==> config.mk <==
export PLATFORM = sky130hd
export DESIGN_NAME = uart_rx_ovs
export DESIGN_NICKNAME = d
export VERILOG_FILES = /design/src/rtl/uart_rx_pkg.sv /design/src/rtl/uart_rx_sync.sv /design/src/rtl/uart_rx_rate.sv /design/src/rtl/uart_rx_brk.sv /design/src/rtl/uart_rx_ovs.sv
export SDC_FILE = /design/constraint.sdc
export NUM_CORES = 1
export LEC_CHECK = 0
export BUFFER_PORTS_ARGS = -buffer_cell sky130_fd_sc_hd__buf_2
export CORE_MARGIN = 3
export CORE_UTILIZATION = 55
export DETAILED_ROUTE_END_ITERATION = 8
export PLACE_DENSITY = 0.75
export SLEW_MARGIN = 5
export SYNTH_ARGS = -nofsm -noshare
export SYNTH_HDL_FRONTEND = slang
export SYNTH_SLANG_ARGS = --single-unit
==> constraint.sdc <==
create_clock -name clk_i -period 10.4 [get_ports clk_i]
set_input_delay 2.08 -clock clk_i [delete_from_list [all_inputs] [get_ports clk_i]]
set_output_delay 2.08 -clock clk_i [all_outputs]
set_load 0.01 [all_outputs]
==> src/rtl/uart_rx_pkg.sv <==
package uart_rx_pkg;
  typedef enum logic [1:0] {
    ST_IDLE  = 2'd0,
    ST_START = 2'd1,
    ST_DATA  = 2'd2,
    ST_STOP  = 2'd3
  } rx_state_e;
endpackage

==> src/rtl/uart_rx_sync.sv <==
module uart_rx_sync #(
  parameter int STAGES = 2
) (
  input  logic clk_i,
  input  logic rst_ni,
  input  logic rx_i,
  output logic line_o,
  output logic fall_o
);
  logic [STAGES-1:0] sh_q;
  logic              prev_q;

  always_ff @(posedge clk_i or negedge rst_ni) begin
    if (!rst_ni) begin
      sh_q   <= '1;
      prev_q <= 1'b1;
    end else begin
      sh_q   <= {sh_q[STAGES-2:0], rx_i};
      prev_q <= sh_q[STAGES-1];
    end
  end

  assign line_o = sh_q[STAGES-1];
  assign fall_o = prev_q & ~line_o;
endmodule

==> src/rtl/uart_rx_rate.sv <==
module uart_rx_rate #(
  parameter int CW      = 8,
  parameter int DEF_LEN = 8
) (
  input  logic          clk_i,
  input  logic          rst_ni,
  input  logic          we_i,
  input  logic [CW-1:0] len_i,
  input  logic          allow_i,
  output logic [CW-1:0] len_o
);
  logic [CW-1:0] pend_q, act_q;

  always_ff @(posedge clk_i or negedge rst_ni) begin
    if (!rst_ni) begin
      pend_q <= CW'(DEF_LEN);
      act_q  <= CW'(DEF_LEN);
    end else begin
      if (we_i)    pend_q <= len_i;
      if (allow_i) act_q  <= pend_q;
    end
  end

  assign len_o = act_q;
endmodule

==> src/rtl/uart_rx_brk.sv <==
module uart_rx_brk #(
  parameter int TW = 12
) (
  input  logic          clk_i,
  input  logic          rst_ni,
  input  logic          line_i,
  input  logic [TW-1:0] thr_i,
  output logic          brk_o
);
  logic [TW-1:0] run_q;

  always_ff @(posedge clk_i or negedge rst_ni) begin
    if (!rst_ni)              run_q <= '0;
    else if (line_i)          run_q <= '0;
    else if (run_q != '1)     run_q <= run_q + TW'(1);
  end

  assign brk_o = run_q > thr_i;


  brk_release_chk: assert property (@(posedge clk_i) disable iff (!rst_ni)
    (brk_o && line_i) |=> !brk_o);
endmodule

==> src/rtl/uart_rx_ovs.sv <==
module uart_rx_ovs
  import uart_rx_pkg::*;
#(
  parameter int DW      = 8,
  parameter int CW      = 8,
  parameter int DEF_LEN = 8
) (
  input  logic          clk_i,
  input  logic          rst_ni,
  input  logic          rx_i,
  input  logic          cfg_we_i,
  input  logic [CW-1:0] cfg_len_i,
  input  logic          par_en_i,
  input  logic          par_odd_i,
  input  logic          ack_i,
  output logic [DW-1:0] data_o,
  output logic          valid_o,
  output logic          frame_err_o,
  output logic          parity_err_o,
  output logic          overrun_o,
  output logic          break_o
);
  localparam int IW = $clog2(DW + 2);
  localparam int TW = CW + $clog2(DW + 4);

  logic          line, fall;
  logic [CW-1:0] act_len, half_len;
  logic [TW-1:0] brk_thr;

  rx_state_e     state_q;
  logic [CW-1:0] cnt_q;
  logic [IW-1:0] idx_q, last_idx;
  logic [DW-1:0] sh_q, data_q;
  logic          par_q;
  logic          valid_q, ferr_q, perr_q, ovr_q;
  logic          bit_end, done, par_bad, good;

  uart_rx_sync #(.STAGES(2)) u_sync (
    .clk_i (clk_i), .rst_ni(rst_ni), .rx_i(rx_i), .line_o(line), .fall_o(fall)
  );

  uart_rx_rate #(.CW(CW), .DEF_LEN(DEF_LEN)) u_rate (
    .clk_i  (clk_i), .rst_ni(rst_ni), .we_i(cfg_we_i), .len_i(cfg_len_i),
    .allow_i(state_q == ST_IDLE && line), .len_o(act_len)
  );

  assign brk_thr = (TW'(DW + 2) + TW'(par_en_i)) * TW'(act_len);

  uart_rx_brk #(.TW(TW)) u_brk (
    .clk_i(clk_i), .rst_ni(rst_ni), .line_i(line), .thr_i(brk_thr), .brk_o(break_o)
  );

  assign half_len = act_len >> 1;
  assign last_idx = par_en_i ? IW'(DW) : IW'(DW - 1);
  assign bit_end  = cnt_q == act_len - CW'(1);
  assign done     = state_q == ST_STOP && bit_end;
  // parity accumulator includes the received parity bit; nonzero means mismatch
  assign par_bad  = par_en_i & par_q;
  assign good     = done & line & ~par_bad;

  always_ff @(posedge clk_i or negedge rst_ni) begin
    if (!rst_ni) begin
      state_q <= ST_IDLE;
      cnt_q   <= '0;
      idx_q   <= '0;
      sh_q    <= '0;
      par_q   <= 1'b0;
    end else begin
      unique case (state_q)
        ST_IDLE: begin
          cnt_q <= '0;
          if (fall) begin
            state_q <= ST_START;
            par_q   <= par_odd_i;
          end
        end
        ST_START: begin
          if (line) begin
            state_q <= ST_IDLE;
          end else if (cnt_q == half_len - CW'(1)) begin
            state_q <= ST_DATA;
            cnt_q   <= '0;
            idx_q   <= '0;
          end else begin
            cnt_q <= cnt_q + CW'(1);
          end
        end
        ST_DATA: begin
          if (bit_end) begin
            cnt_q <= '0;
            par_q <= par_q ^ line;
            if (idx_q < IW'(DW)) sh_q <= {line, sh_q[DW-1:1]};
            if (idx_q == last_idx) state_q <= ST_STOP;
            else                   idx_q   <= idx_q + IW'(1);
          end else begin
            cnt_q <= cnt_q + CW'(1);
          end
        end
        ST_STOP: begin
          if (bit_end) state_q <= ST_IDLE;
          else         cnt_q   <= cnt_q + CW'(1);
        end
        default: state_q <= ST_IDLE;
      endcase
    end
  end

  always_ff @(posedge clk_i or negedge rst_ni) begin
    if (!rst_ni) begin
      data_q  <= '0;
      valid_q <= 1'b0;
      ferr_q  <= 1'b0;
      perr_q  <= 1'b0;
      ovr_q   <= 1'b0;
    end else begin
      if (good) data_q <= sh_q;
      valid_q <= good                          ? 1'b1 : (ack_i ? 1'b0 : valid_q);
      ferr_q  <= (done && !line)               ? 1'b1 : (ack_i ? 1'b0 : ferr_q);
      perr_q  <= (done && par_bad)             ? 1'b1 : (ack_i ? 1'b0 : perr_q);
      ovr_q   <= (good && valid_q && !ack_i)   ? 1'b1 : (ack_i ? 1'b0 : ovr_q);
    end
  end

  assign data_o       = data_q;
  assign valid_o      = valid_q;
  assign frame_err_o  = ferr_q;
  assign parity_err_o = perr_q;
  assign overrun_o    = ovr_q;


  start_reject_chk: assert property (@(posedge clk_i) disable iff (!rst_ni)
    (state_q == ST_START && line) |=> state_q == ST_IDLE);

  valid_hold_chk: assert property (@(posedge clk_i) disable iff (!rst_ni)
    (valid_o && !ack_i) |=> valid_o);

  frame_novalid_chk: assert property (@(posedge clk_i) disable iff (!rst_ni)
    (done && !line) |=> !$rose(valid_o));

  overrun_src_chk: assert property (@(posedge clk_i) disable iff (!rst_ni)
    $rose(overrun_o) |-> $past(valid_o));

  rate_lock_chk: assert property (@(posedge clk_i) disable iff (!rst_ni)
    (state_q != ST_IDLE || !line) |=> $stable(act_len));
endmodule

==> results of run 1 <==
[synth_stat cells (6+ instances only)]
cell type,instances
mux2_2,21
inv_1,34
dfrtp_1,61
mux2_4,8
xnor2_1,17
xor2_1,15
and3_1,9
nand2_1,18
a21o_1,7
a31oi_1,6
or3_1,6
clkbuf_1,8
nor2b_1,13
nand3_1,7
o21ai_0,22
nor3_1,9
ha_1,38
a22o_1,7
and2_1,6
a21oi_1,15
nor2_1,26
nand4_1,7
[layer usage]
metal  global-route usage, %  vias to the layer above  wire [um]
met2                   30.97                       47       3561
met1                   24.51                     1417       3642
li1                        -                     1525          -
met4                   6.980                        0        139
met5                       0                        -          0
met3                   3.926                       14        251
[kinds of logic (layout without fill, tap and decap cells)]
family                   after synthesis  after routing  share of synthesized area (%)
adder cells (fa/ha/maj)               43             43                          13.45
flip-flops                            66             66                          38.74
buffers and inverters                 47             79                          4.708
XOR/XNOR                              32             32                          6.550
AND/OR/NAND/NOR                      123            123                          16.40
AO/OA/AOI/OAI                         74             74                          11.35
multiplexers                          31             31                          8.801
[sequential cells by signal, indices dropped and copies added (netlist names), 2 cells and up, named ones only]
name / count
u_rate.pend_q: 8
data_o: 8
u_brk.run_q: 12
sh_q: 8
u_sync.sh_q: 2
idx_q: 4
cnt_q: 8
u_rate.len_o: 8
[power by group through the flow]
stage | logic, mW | clock network [mW] | registers (mW)
CTS | 0.696 | 0.226 | 0.366
floorplan | 0.590 | 0 | 0.327
finish | 0.690 | 0.219 | 0.366
global route | 0.793 | 0.235 | 0.376
global placement | 0.654 | 0 | 0.369
detailed placement | 0.690 | 0 | 0.371
[worst reg2reg max path: cells and delay by family (launching register included)]
family | cells | cell delay, ps
and+or+nand+nor | 4 | 1420
DFF | 1 | 480
adders and majority gates | 1 | 280
AOI/OAI and AO/OA | 2 | 470
muxes | 1 | 390
buffers and inverters | 1 | 160
[area by class of cell]
class                           count  area (um^2)
Fill cell                         605         2726
Clock inverter                      7        78.83
Clock buffer                        9        123.9
Inverter                           34        127.6
Sequential cell                    66         1658
Multi-Input combinational cell    303         2420
Timing Repair Buffer               29        150.1
Tap cell                           99        123.9
[final timing paths]
kind	from	end	cells past startpoint
hold reg to reg	u_sync.sh_q[0]	u_sync.sh_q[1]	0
hold / removal	u_sync.sh_q[0]	u_sync.sh_q[1]	0
setup / recovery	par_en_i	break_o	17
max in group asynchronous	rst_ni	u_rate.pend_q[0]	2
setup reg to reg	u_rate.len_o[1]	data_o[2]	9
min in group asynchronous	rst_ni	u_brk.run_q[10]	2
==> results.cfg, run 1 <==
[outcome]
status = completed

[worst_setup_path]
critical-path-top-delay-family = adder cells
r2r_slack_ps = 7120
cp_data_required_time_ps = 8320
crit_path_end_kind = primary output
cp_max_fo = 11
critPathBufInv = 2
cp_cell_sequence = buf_2, and2_1, fa_1, ha_1, nor2b_1, o21ai_0, a21oi_1, o21a_1, nor2_1, o21ai_0, xnor2_1, ha_1, nand4_1, nor3_1, a2111oi_0, nor2_1, buf_2
critPathArrivalTime_ps = 5340
worst_setup_path_start_kind = input port
max_stage_delay_ps = 430
critPathKind = in2out
crit_slowest_cell = fa_1

[clocking]
numCtsBuffers = 9
worstSkewPairLatency_ps = 350
clockBufferDepth = 2
htree_levels = 3
postCtsSetupBuffers = 0
cts-root-buf = clkbuf_8
cts_hold_buf = 0
path_clk_slew_ps = 80
numClockSinks = 66
cts.repair.resized = 0
cts_tree = done

[finish]
final_cells = 547
antenna_cells = 0
nets = 501
drive_gt1_share_pct = 19.87
area_delta_synth_final_pct = 9.415
final_common_cell = dfrtp_1
mostFrequentLayoutCells = dfrtp_1, ha_1, inv_1
final_util_pct = 63.20
final_area_um2 = 4682

[floorplan]
die_w_um = 94.21
start_util_pct = 57.76
dieHeight_um = 94.21
die-area_um2 = 8875
rows = 31
io_pins = 28
core_area_um2 = 7408

[yosys]
ys.warnings.count = 0
async_flop_share_pct = 100.0
synth_area_um2 = 4279
synth_cells = 416
synth_top_area_share_pct = 35.67
synth-edff-count = 0
synth_seq_cells = 66
synth_flop_cell = dfrtp_1
syn_area_per_cell_um2 = 10.29
synth_top_cell_by_area = dfrtp_1
synth.area.top_cells = dfrtp_1, ha_1, mux2_2
synth_cell_types = 56
ys_seq_area_share_pct = 38.74
synth_fp_nets = 474

[placed_design]
post_dp_cell_area_um2 = 4479
io_buffers = 27
dp_cells = 531
pre_cts_ws_ps = 2981
dp_hpwl_mm = 5.644
routabilityCongestion = 0.8071

[power_and_ir_drop]
leakagePower_nw = 2.336
pwr-share-comb_pct = 54.1
swShare_pct = 43.79
p_switching_mw = 0.5588
pwr-share-seq_pct = 28.7
ir_worst_vdd_mv = 0.2059
p_clk_share_pct = 17.2
internal-power_mw = 0.7172
power_density_nw_per_um2 = 272.5
finalPower_mw = 1.276

[routing]
wl_per_cell_um = 13.88
drc = 0
vias = 3003
ant_nets = 0
routed_wl_mm = 7.594
drt_iter0_drc = 140
drtPass1Iterations = 4
routed_via_density = 5.490

[sta]
hold_viol = 0
maxSlewHeadroom_pct = 45.65
setup_violations = 0
finalCritPeriodShare_pct = 71.39
fin_worst_skew_ps = 8.610
drv_slew = 0
tightestPinTransition_ps = 815.2
final.setup.tns_ps = 0
period_minus_slack_ps = 7425
rsz0062_at_grt = false
max_freq_mhz = 134.7
hold-worst-slack_ps = 362.8
layout_setup_ws_ps = 2975

[global_route]
first_global_vias = 2978
grt-ovfl-total = 0
grt_max_degree = 67
antenna_found_initial = 0
track_usage_pct = 18.87
grt_pass1_wl_mm = 13.37

[job]
cap_violations = 0

[worst_hold_path]
hp-class = reg2reg
No activity file was read; power rests on OpenSTA's default activity.
==> inputs of run 2 (changes only) <==
--- a/config.mk
+++ b/config.mk
@@ -9,7 +9,7 @@
 export CORE_MARGIN = 3
 export CORE_UTILIZATION = 55
 export DETAILED_ROUTE_END_ITERATION = 8
-export PLACE_DENSITY = 0.75
+export PLACE_DENSITY = 0.78
 export SLEW_MARGIN = 5
 export SYNTH_ARGS = -nofsm -noshare
 export SYNTH_HDL_FRONTEND = slang
==> constraint.sdc (replaced) <==
create_clock -name clk_i -period 6.46 [get_ports clk_i]
set_input_delay 1.292 -clock clk_i [delete_from_list [all_inputs] [get_ports clk_i]]
set_output_delay 1.292 -clock clk_i [all_outputs]
set_load 0.01 [all_outputs]
==> results.cfg, run 2 (synthesized netlist as in run 1, its figures left out) <==
[sta]
rsz0062_at_grt = false
setup_violations = 0
fin_worst_skew_ps = 9.935
tightestPinTransition_ps = 797.2
maxSlewHeadroom_pct = 46.86
final.setup.tns_ps = 0
hold_viol = 0
period_minus_slack_ps = 6006
drv_slew = 0
layout_setup_ws_ps = 453.8
finalCritPeriodShare_pct = 92.97
max_freq_mhz = 166.5

[clocking]
cts.repair.resized = 0
path_clk_slew_ps = 70
numClockSinks = 66
numCtsBuffers = 9
htree_levels = 3
postCtsSetupBuffers = 0
worstSkewPairLatency_ps = 350
clockBufferDepth = 2
cts_hold_buf = 0
cts_tree = done
cts-root-buf = clkbuf_8

[finish]
regMostFlops = u_brk.run_q
mostFrequentLayoutCells = dfrtp_1, ha_1, inv_1
final_area_um2 = 4703
final_common_cell = dfrtp_1
nets = 501
final_cells = 547
area_delta_synth_final_pct = 9.912
drive_gt1_share_pct = 19.87
antenna_cells = 0
largest_register_ffs = 12

[placed_design]
post_dp_cell_area_um2 = 4479
io_buffers = 27
routabilityCongestion = 0.8253
dp_cells = 531
pre_cts_ws_ps = 480.1
dp_hpwl_mm = 5.795

[floorplan]
die_w_um = 94.21
core_area_um2 = 7408
rows = 31
die-area_um2 = 8875
io_pins = 28
start_util_pct = 57.76
dieHeight_um = 94.21

[global_route]
first_global_vias = 3109
track_usage_pct = 19.89
antenna_found_initial = 0
grt-ovfl-total = 0
grt_pass1_wl_mm = 13.87
grt_max_degree = 67

[worst_setup_path]
critPathKind = in2out
cp_max_fo = 11
worst_setup_path_start_kind = input port
critPathArrivalTime_ps = 4710
critPathBufInv = 2
critical-path-top-delay-family = compound AO/OA/AOI/OAI gates
cp_data_required_time_ps = 5170
cp-startpoint = par_en_i
max_stage_delay_ps = 440
crit_slowest_cell = fa_1
r2r-start = u_rate.len_o[1]
crit_path_end_kind = primary output
cp_cell_sequence = buf_2, and2_1, fa_1, ha_1, nor2b_1, o21ai_0, a21oi_1, o21a_1, nor2_1, o21ai_0, xnor2_1, ha_1, nand4_1, nor3_1, a2111oi_0, nor2_1, buf_2

[job]
cap_violations = 0

[routing]
wl_per_cell_um = 14.37
drtPass1Iterations = 4
routed_via_density = 5.616
drt_iter0_drc = 118
vias = 3072
drc = 0
routed_wl_mm = 7.862
ant_nets = 0

[power_and_ir_drop]
ir_worst_vdd_mv = 0.2866
power_density_nw_per_um2 = 444.4
finalPower_mw = 2.090
leakagePower_nw = 2.352

[worst_hold_path]
hp-class = reg2reg
holdCritStartpoint = u_sync.sh_q[0]

[outcome]
status = completed
run 2: changes by cell type in the layout (fill, tap and decap cells not counted):
cell        previous run  this run
inv_6                  0         2
inv_8                  1         0
bufinv_16              1         2
clkinvlp_4             2         0
run 2: final cells by class:
type                       instances  area [um^2]
inverter                          34        127.6
timing repair buffer              29        150.1
clock buffer                       9        123.9
tap                               99        123.9
fill                             602         2705
sequential                        66         1658
multi-input combinational        303         2420
clock inverter                     7        100.1
run 2: worst register-to-register path, delay by kind of cell, from the launching register on:
family,cells,cell delay (ps)
AOI/OAI and AO/OA,2,460
muxes,1,390
DFF,1,480
and+or+nand+nor,4,1450
adders and majority gates,1,280
buffers and inverters,1,180
run 2: report_power, final:
| group | total, mW | leakage (nW) | internal (mW) | switching [mW] |
|---|---|---|---|---|
| Clock | 0.390 | 0.114 | 0.220 | 0.169 |
| Sequential | 0.592 | 0.866 | 0.465 | 0.127 |
| Combinational | 1.11 | 1.37 | 0.506 | 0.603 |
run 2: final timing paths:
| kind | end | slack [ps] | cells after the start |
|---|---|---|---|
| min | u_sync.sh_q[1] | 360 | 0 |
| min in group asynchronous | u_brk.run_q[7] | 1100 | 2 |
| max reg2reg | data_o[0] | 3110 | 9 |
| max | break_o | 450 | 17 |
| min reg2reg | u_sync.sh_q[1] | 360 | 0 |
| max in group asynchronous | u_rate.len_o[0] | 4820 | 2 |
run 2: metrics by stage:
step | hold WS, ps | util [%]
2_1_floorplan | 345.2 | -
3_3_place_gp | 348.7 | 60.46
3_5_place_dp | 346.8 | 60.46
4_1_cts | 357.6 | 63.49
5_1_grt | 365.4 | 63.49
6_report | 356.7 | 63.49
run 2: routing by layer:
metal	routed length, um	track usage, %	part of all wire, %	vias to the layer above
met5	0	0	0	-
met4	142	8.303	1.8	0
met3	295	5.048	3.8	18
met2	3849	33.45	49	55
met1	3575	24.17	45	1470
li1	-	-	-	1529
==> inputs of run 3 (changes only) <==
--- a/config.mk
+++ b/config.mk
@@ -10,6 +10,7 @@
 export CORE_UTILIZATION = 55
 export DETAILED_ROUTE_END_ITERATION = 8
 export PLACE_DENSITY = 0.78
+export SETUP_SLACK_MARGIN = 0.1
 export SLEW_MARGIN = 5
 export SYNTH_ARGS = -nofsm -noshare
 export SYNTH_HDL_FRONTEND = slang
==> constraint.sdc (replaced) <==
create_clock -name clk_i -period 6.46 [get_ports clk_i]
set_input_delay 0.969 -clock clk_i [delete_from_list [all_inputs] [get_ports clk_i]]
set_output_delay 0.969 -clock clk_i [all_outputs]
set_load 0.01 [all_outputs]
==> results.cfg, run 3 (synthesized netlist as in run 1, its figures left out) <==
[outcome]
status = completed

[finish]
antenna_cells = 0
fillers = 606
largest_register_ffs = 12
final_area_um2 = 4703
final_common_cell = dfrtp_1
area_delta_synth_final_pct = 9.912
mostFrequentLayoutCells = dfrtp_1, ha_1, inv_1
final_util_pct = 63.49
drive_gt1_share_pct = 19.87
layout.area.seq_um2 = 1658
regMostFlops = u_brk.run_q
nets = 501
multi_input_area_um2 = 2420
final_cells = 547

[worst_setup_path]
critPathArrivalTime_ps = 4490
worst_setup_path_start_kind = flop
reg2reg_to = data_o[0]
r2r_slack_ps = 3110
cp_data_required_time_ps = 5490
rr_worst_depth = 9
critPathKind = reg2out
cp_max_fo = 14
crit_path_end_kind = primary output
r2r-start = u_rate.len_o[1]

[clocking]
htree_levels = 3
postCtsSetupBuffers = 0
cts_hold_buf = 0
cts.repair.resized = 0
worstSkewPairLatency_ps = 350
path_clk_slew_ps = 70
clockBufferDepth = 2
numCtsBuffers = 9
numClockSinks = 66
cts_tree = done
cts-root-buf = clkbuf_8

[global_route]
grt-ovfl-total = 0
grt_pass1_wl_mm = 13.86
track_usage_pct = 19.86
first_global_vias = 3107
antenna_found_initial = 0
grt_max_degree = 67

[sta]
tightestPinTransition_ps = 797.9
final.setup.tns_ps = 0
finalCritPeriodShare_pct = 84.53
hold_viol = 0
fin_worst_skew_ps = 9.701
max_freq_mhz = 183.1
maxSlewHeadroom_pct = 46.80
drv_slew = 0
layout_setup_ws_ps = 999.0
setup_violations = 0
rsz0062_at_grt = false
period_minus_slack_ps = 5461

[placed_design]
io_buffers = 27
routabilityCongestion = 0.8255
dp_hpwl_mm = 5.795
dp_cells = 531
post_dp_cell_area_um2 = 4479
pre_cts_ws_ps = 1126

[job]
cap_violations = 0

[worst_hold_path]
hp-class = reg2reg
holdCritStartpoint = u_sync.sh_q[0]
holdPathEnd = u_sync.sh_q[1]
whs_path_depth = 0

[routing]
drt_iter0_drc = 108
routed_via_density = 5.622
vias = 3075
ant_nets = 0
drtPass1Iterations = 7
wl_per_cell_um = 14.37
drc = 0
routed_wl_mm = 7.859

[floorplan]
die-area_um2 = 8875
dieHeight_um = 94.21
die_w_um = 94.21
rows = 31
core_area_um2 = 7408
io_pins = 28
start_util_pct = 57.76

[power_and_ir_drop]
ir_worst_vdd_mv = 0.2869
leakagePower_nw = 2.352
power_density_nw_per_um2 = 444.8
run 3: cell counts in the layout (fill, tap and decap cells not counted):
Identical to the previous run, type by type.
run 3: worst max-delay path by stage:
stage                         start       to  slack, ps  cells after the start
global placement           par_en_i  break_o       1370                     17
global route        u_rate.len_o[3]  break_o        670                     16
CTS                 u_rate.len_o[3]  break_o       1010                     16
finish              u_rate.len_o[3]  break_o       1000                     16
detailed placement         par_en_i  break_o       1130                     17
floorplan                  par_en_i  break_o       1540                     16
run 3: routing by layer:
metal | vias up | part of all wire (%) | global-route usage (%)
met5 | - | 0 | 0
met2 | 53 | 49 | 33.33
met4 | 0 | 1.6 | 8.303
met3 | 16 | 3.7 | 5.048
li1 | 1525 | - | -
met1 | 1481 | 46 | 24.17
run 3: power breakdown:
group          internal, mW  switching, mW
combinational         0.506          0.603
clock                 0.220          0.170
sequential            0.465          0.127
total                  1.19          0.900
run 3: cell type report:
type,instances,share of cell area [%]
multi-input cells,303,51.45
flip-flops and latches,66,35.25
repair buffers,29,3.192
inverters,34,2.713
clock buffers,9,2.634
well taps,99,2.634
clock inverters,7,2.128
run 3: through the flow:
stage                     hold WS, ps  total power, mW
after global routing            365.4            2.314
after global placement          348.8            1.643
after floorplan                 345.2            1.476
after CTS                       357.6            2.118
after detailed placement        346.8            1.711
final                           356.7            2.092
run 3: worst max-delay path: stages, from the launching register on:
cell and delay [ps]:
dfstp_2 710, ha_1 320, fa_1 500, ha_1 350, nor2b_1 150, o21ai_0 250, a21oi_1 150, o21a_1 190
nor2_1 140, o21ai_0 140, xnor2_1 180, ha_1 270, nand4_1 120, nor3_1 70, a2111oi_0 410, nor2_1 60
buf_2 150
